--- src/rtl/net_mon_pkg.sv ---
package net_mon_pkg;

    localparam int N_SRC  = 4;
    localparam int N_CONT = 8;
    localparam int N_BUS  = 4;
    localparam int N_RULE = 5;
    localparam int N_SIDE = 2;

    localparam int K_TIE_AC = 2;
    localparam int K_TIE_DC = 7;
    localparam int SRC_RECT0 = 2;
    localparam int K_AC_RECT0 = 3;
    localparam int K_RECT_DC0 = 5;
    localparam int BUS_DC0 = 2;

    localparam int RULE_ISO  = 0;
    localparam int RULE_PARA = 1;
    localparam int RULE_MISS = 2;
    localparam int RULE_FAKE = 3;
    localparam int RULE_ESS  = 4;

    typedef struct packed {
        logic [N_SRC-1:0]  src;
        logic [N_CONT-1:0] cont;
        logic [N_BUS-1:0]  pwr;
    } obs_t;

    // Contactors that touch each source.
    function automatic logic [N_CONT-1:0] adj_mask(input int idx);
        logic [N_CONT-1:0] m;
        m = '0;
        if (idx < N_SIDE) begin
            m[idx] = 1'b1;
        end else begin
            m[K_AC_RECT0 + idx - SRC_RECT0] = 1'b1;
            m[K_RECT_DC0 + idx - SRC_RECT0] = 1'b1;
        end
        return m;
    endfunction

endpackage

--- src/rtl/net_live_eval.sv ---
module net_live_eval
    import net_mon_pkg::*;
(
    input  logic [N_SRC-1:0]  src,
    input  logic [N_CONT-1:0] cont,
    output logic [N_BUS-1:0]  live,
    output logic              gen_parallel
);
    logic [N_SIDE-1:0] ac_live;
    logic [N_SIDE-1:0] own_feed;
    logic [N_SIDE-1:0] rect_feed;

    for (genvar s = 0; s < N_SIDE; s++) begin : g_side
        localparam int O = N_SIDE - 1 - s;
        assign own_feed[s] = src[s] & cont[s];
        assign ac_live[s]  = own_feed[s] | (src[O] & cont[O] & cont[K_TIE_AC]);
        assign rect_feed[s] = src[SRC_RECT0 + s] & cont[K_AC_RECT0 + s]
                            & cont[K_RECT_DC0 + s] & ac_live[s];
        assign live[s] = ac_live[s];
        assign live[BUS_DC0 + s] = rect_feed[s] | (rect_feed[O] & cont[K_TIE_DC]);
    end

    assign gen_parallel = cont[0] & cont[1] & cont[K_TIE_AC];

endmodule

--- src/rtl/net_rule_eval.sv ---
module net_rule_eval
    import net_mon_pkg::*;
#(
    parameter logic [N_BUS-1:0] ESS_MASK = 4'b0001
) (
    input  obs_t              obs,
    input  logic [N_BUS-1:0]  live,
    input  logic              gen_parallel,
    output logic [N_RULE-1:0] hit
);
    logic [N_SRC-1:0] iso_bad;

    for (genvar i = 0; i < N_SRC; i++) begin : g_iso
        assign iso_bad[i] = !obs.src[i] && |(obs.cont & adj_mask(i));
    end

    always_comb begin
        hit            = '0;
        hit[RULE_ISO]  = |iso_bad;
        hit[RULE_PARA] = gen_parallel;
        hit[RULE_MISS] = |(live & ~obs.pwr);
        hit[RULE_FAKE] = |(~live & obs.pwr);
        hit[RULE_ESS]  = |(ESS_MASK & ~obs.pwr);
    end

endmodule

--- src/rtl/net_guard_mon.sv ---
module net_guard_mon
    import net_mon_pkg::*;
#(
    parameter logic [N_BUS-1:0] ESS_MASK = 4'b0001
) (
    input  logic              clk,
    input  logic              rst_n,
    input  logic              clear,
    input  logic [N_SRC-1:0]  src_ok,
    input  logic [N_CONT-1:0] cont_closed,
    input  logic [N_BUS-1:0]  bus_pwr,
    output logic [N_RULE-1:0] viol,
    output logic              any_violation
);
    typedef struct packed {
        logic              valid;
        obs_t              obs;
        logic [N_RULE-1:0] viol;
    } mon_state_t;

    mon_state_t st_d, st_q;
    logic [N_BUS-1:0]  live;
    logic              gen_parallel;
    logic [N_RULE-1:0] raw_hit;
    logic [N_RULE-1:0] hit;

    net_live_eval u_live (
        .src          (st_q.obs.src),
        .cont         (st_q.obs.cont),
        .live         (live),
        .gen_parallel (gen_parallel)
    );

    net_rule_eval #(.ESS_MASK(ESS_MASK)) u_rules (
        .obs          (st_q.obs),
        .live         (live),
        .gen_parallel (gen_parallel),
        .hit          (raw_hit)
    );

    assign hit = st_q.valid ? raw_hit : '0;

    always_comb begin
        st_d          = st_q;
        st_d.valid    = 1'b1;
        st_d.obs.src  = src_ok;
        st_d.obs.cont = cont_closed;
        st_d.obs.pwr  = bus_pwr;
        st_d.viol     = (clear ? '0 : st_q.viol) | hit;
    end

    always_ff @(posedge clk or negedge rst_n) begin
        if (!rst_n) st_q <= '0;
        else        st_q <= st_d;
    end

    assign viol          = st_q.viol;
    assign any_violation = |st_q.viol;

    p_iso_r1: assert property (@(posedge clk) disable iff (!rst_n)
        (st_q.valid && !st_q.obs.src[0] && st_q.obs.cont[0]) |=> viol[RULE_ISO]);

    p_para_r2: assert property (@(posedge clk) disable iff (!rst_n)
        (st_q.valid && st_q.obs.cont[0] && st_q.obs.cont[1] && st_q.obs.cont[K_TIE_AC])
        |=> viol[RULE_PARA]);

    p_ess_r5: assert property (@(posedge clk) disable iff (!rst_n)
        (st_q.valid && ((st_q.obs.pwr & ESS_MASK) != ESS_MASK)) |=> viol[RULE_ESS]);

    p_sticky_r7: assert property (@(posedge clk) disable iff (!rst_n)
        !clear |=> ((viol & $past(viol)) == $past(viol)));

    p_clear_r7: assert property (@(posedge clk) disable iff (!rst_n)
        (clear && (hit == '0)) |=> (viol == '0));

endmodule

--- config.mk ---
export PLATFORM = sky130hd
export DESIGN_NAME = net_guard_mon
export DESIGN_NICKNAME = d
export VERILOG_FILES = /design/src/rtl/net_mon_pkg.sv /design/src/rtl/net_live_eval.sv /design/src/rtl/net_rule_eval.sv /design/src/rtl/net_guard_mon.sv
export SDC_FILE = /design/constraint.sdc
export NUM_CORES = 1
export LEC_CHECK = 0
export BUFFER_PORTS_ARGS = -buffer_cell sky130_fd_sc_hd__buf_2
export CAP_MARGIN = 5
export CORE_MARGIN = 2
export CORE_UTILIZATION = 48
export CTS_CLUSTER_DIAMETER = 120
export DETAILED_ROUTE_END_ITERATION = 8
export MAX_ROUTING_LAYER = met4
export PLACE_DENSITY = 0.74
export SYNTH_ARGS = -nofsm -noshare
export SYNTH_HDL_FRONTEND = slang
export SYNTH_HIERARCHICAL = 1
export SYNTH_SLANG_ARGS = --single-unit
--- constraint.sdc ---
create_clock -name clk -period 2.1 [get_ports clk]
set_input_delay 0.42 -clock clk [delete_from_list [all_inputs] [get_ports clk]]
set_output_delay 0.42 -clock clk [all_outputs]
set_load 0.05 [all_outputs]
**Yosys cells after proc, flatten, opt, wreduce, memory -nomap -nowiden**

Index checks and enable logic that the tools add are counted.

- Register bits: 22
- Input port bits: 19
- Output and inout bits: 6
- Word-level logic and storage cells: 44

- Multiplexer cells: 2
- Bitwise logic cells: 23
- Reductions and logical operators: 14

Operator list:

| cell | count |
|---|---|
| $and 1x1->1 | 14 |
| $reduce_or 4->1 | 3 |
| $mux 5 | 2 |
| $and 4x4->4 | 2 |
| $not 4->4 | 2 |
| $or 5x5->5 | 1 |
| $reduce_or 5->1 | 1 |
| $logic_and 1x1->1 | 4 |
| $logic_not 1->1 | 4 |
| $or 1x1->1 | 4 |
| $reduce_or 2->1 | 2 |

**Longest topological paths before layout**

- Depth in word-level cells: 11
- Mapped depth: 7
- Gate-level depth less buffers: 7

**Hierarchy**

The synthesis kept the hierarchy.

Modules (own cells, without submodules):

| module | instances | cells an instance | area each (µm²) | sequential area each (µm²) |
|---|---|---|---|---|
| net_guard_mon | 1 | 45 | 664.4 | 550.5 |
| net_rule_eval | 1 | 15 | 101.3 | 0.0 |
| net_live_eval | 1 | 7 | 67.6 | 0.0 |

**Worst setup path after synthesis**

No wires, ideal clock.

- Kind: reg2reg
- Start point: register st_q[10] (netlist name)
- End point: register st_q, in the netlist viol[2]
- Setup time: 0.126 ns
- Arrival time: 1.592 ns
- Data required time: 1.974 ns
- Slack: 0.382 ns
- Stages on the path, launching flop included: 8
- Buffers on the path: 0
- Clock period less this slack: 1.718 ns
- Cells stage by stage: dfrtp_1 > a32o_2 > and4_4 > a21o_1 > nor2b_1 > a2111o_1 > nand2_1 > o21ai_0

RTL lines:

| what | RTL line | source |
|---|---|---|
| start: declaration | net_guard_mon.sv:21 | `mon_state_t st_d, st_q;` |
| start signal: assignment | net_guard_mon.sv:54 | `else st_q <= st_d;` |

==> flow_summary_export.csv <==
group,metric,value,unit
global_route,grt_start_max_net_pins,23,
setup_path,cp-start-kind,"flop",
floorplanning,dieArea,0.00209,mm2
routing,drt-pass1-iter-count,3,
sta,holdWs,0.0549,ns
power_and_ir_drop,leakagePower,0.508,nW
global_route,track_usage,0.135,
cts,cts_hold_buf,0,
run_status,outcome,"completed",
synthesis,synth_fp_nets,86,
power_and_ir_drop,combinationalPowerShare,0.132,
power_and_ir_drop,p_seq_frac,0.592,
synthesis,netlist_instances,67,
synthesis,postSynth.asyncResetShare,1.00,
cts,cts_setup_buffers,0,
power_and_ir_drop,peakVddDrop,0.000439,V
setup_path,crit_chain,"a32o_2 > and4_4 > a21o_1 > nor2b_1 > a2111o_1 > nand2_1 > o21ai_0",
cts,cts_tree,"done",
setup_path,rrSetupSlack,0.29,ns
cts,cts_resized,0,
setup_path,path_class,"flop to flop",
setup_path,rr_endpoint,"viol[2]",
synthesis,synth_area,833,um2
routing,ant_nets,0,
cts,cts_root_buf,"clkbuf_4",
finish,syn_to_final_growth,15.9,%
floorplanning,core-area,0.00167,mm2
synthesis,synth_top_cell_area_share,0.661,
place,gp_congestion,0.731,
synthesis,yosys_warnings,6,
cts,clkTransAtPathRegs,0.11,ns
cts,cts_buffers,3,
sta,finalHoldViolations,0,
cts,clock_latency,0.29,ns
synthesis,synthDistinctLibCells,18,
min_path,hold_path_class,"primary input to asynchronous set/reset pin",
place,dp_hpwl,881,um
floorplanning,die-width,45.7,um
power_and_ir_drop,p_sw_frac,0.247,
routing,drt-vias-per-instance,4.92,
synthesis,yosys.area.top_type,"dfrtp_1",
sta,fin_skew,0.00830,ns
synthesis,yosys-top-cells-area,"dfrtp_1 (66%), buf_4 (5.4%), nand2b_1 (3.8%)",
power_and_ir_drop,power_density,813,mW/mm2
sta,period_share,0.861,
routing,drt-initial-drc-count,2,
run,drv_cap,0,
synthesis,synth_common_cells,"dfrtp_1 (22), buf_4 (6), inv_1 (6)",
power_and_ir_drop,p_sw,0.194,mW
cts,htreeDepth,1,
power_and_ir_drop,clock_power_share,0.276,
setup_path,required,2.29,ns
sta,setup_tns,0,ns
sta,fmax,553,MHz
setup_path,cp_top_family,"compound AO/OA/AOI/OAI gates",
finish,final_nets,109,
sta,drv_slew,0,
finish,drive_above_1_share,0.371,
floorplanning,ioPinCount,25,
setup_path,crit_buf_inv,0,
synthesis,synth_ff_type,"dfrtp_1",
global_route,first_global_vias,490,
floorplanning,dieHeight,45.7,um
sta,timing.final.crit_period,1.81,ns
setup_path,path_max_fanout,4,
sta,setup_violations,0,
finish,antenna_cells,0,
setup_path,reg2reg_depth,7,
routing,wire_per_inst,10.6,um
setup_path,end_kind,"flop",
power_and_ir_drop,total_power,0.785,mW
power_and_ir_drop,internal-power,0.591,mW
setup_path,worstReg2RegStart,"st_q[10]",
cts,numClockSinks,22,
setup_path,cp.arrival,2.00,ns
cts,ctsLongestPathBuffers,2,
synthesis,synth_enable_flop_cells,0,
global_route,overflow,0,
synthesis,ys_ff_latch,22,
place,io_buffers,24,
setup_path,slowest_delay,0.42,ns
synthesis,syn_area_per_cell,12.4,um2
global_route,grt_pass1_wl,1860,um
synthesis,yosysSeqAreaShare,0.661,
global_route,antenna_found_initial,0,
setup_path,critPathSlowestCell,"dfrtp_1",
sta,rsz0062_at_grt,"no",
synthesis,synth.most_common_cell,"dfrtp_1",
floorplanning,rows,15,
routing,drc,0,
routing,drt_wl_total,1130,um
routing,via_count,521,
floorplanning,initial_core_util,0.499,
## power groups by stage
stage          clock network (mW)  logic [mW]  registers [mW]
6_report                    0.217       0.103           0.465
5_1_grt                     0.242       0.115           0.469
4_1_cts                     0.226       0.105           0.465
3_5_place_dp                    0       0.105           0.474
3_3_place_gp                    0       0.103           0.473
2_1_floorplan                   0      0.0807           0.470
## worst max path at each step
stage | slack, ns | endpoint | start | cells past startpoint
global placement | 0.34 | viol[2] | st_q[10] | 7
floorplan | 0.38 | viol[2] | st_q[10] | 7
finish | 0.29 | viol[2] | st_q[10] | 7
global route | 0.18 | viol[2] | st_q[10] | 7
CTS | 0.28 | viol[2] | st_q[10] | 7
detailed placement | 0.31 | viol[2] | st_q[10] | 7
## metal layers
metal	routed length [um]	global-route usage
met3	86	0.0238
met2	540	0.220
met5	0	-
met4	21	0.0882
met1	479	0.150
## cell type report
class                   instances  area [um2]
fillers                       147         704
repair buffers                 24         120
flip-flops and latches         22         551
clock buffers                   4        36.3
inverters                       6        22.5
well taps                      17        21.3
multi-input cells              33         215
## metrics by stage
stage | instance area (um2) | std cells | utilization | setup WS (ns)
floorplan | 833 | 67 | - | 0.382
CTS | 966 | 106 | 0.578 | 0.280
finish | 966 | 106 | 0.578 | 0.291
global placement | 930 | 102 | 0.557 | 0.338
detailed placement | 930 | 102 | 0.557 | 0.314
global route | 966 | 106 | 0.578 | 0.176
## logic make-up after synthesis
group           after synthesis  synth area share
flops                        22             0.661
simple gates                 19             0.135
compound gates               13             0.119
buf+inv                      12            0.0811
other cells                   1           0.00450
## cells in the final DEF, fill, tap and decap left out
cell type,count
a2111o_1,1
a21o_1,2
a32o_2,2
and3_2,1
and4_4,2
buf_2,24
clkbuf_4,3
clkbuf_8,1
conb_1,1
dfrtp_1,22
inv_1,6
nand2_1,5
nand2b_1,5
nand3_1,1
nor2_1,1
nor2b_1,3
nor3_1,1
o2111ai_1,2
o21ai_0,5
o21bai_1,1
## sequential cells by signal, summed over array words and instances (netlist names)
name  flops
st_q     17
viol      5
## worst register-to-register path, stage by stage (launching register included)
cell      delay (ns)
dfrtp_1         0.42
a32o_2          0.30
and4_4          0.20
a21o_1          0.17
nor2b_1         0.12
a2111o_1        0.38
nand2_1         0.06
o21ai_0         0.07
Note: power is estimated with default switching activity, not from simulation.
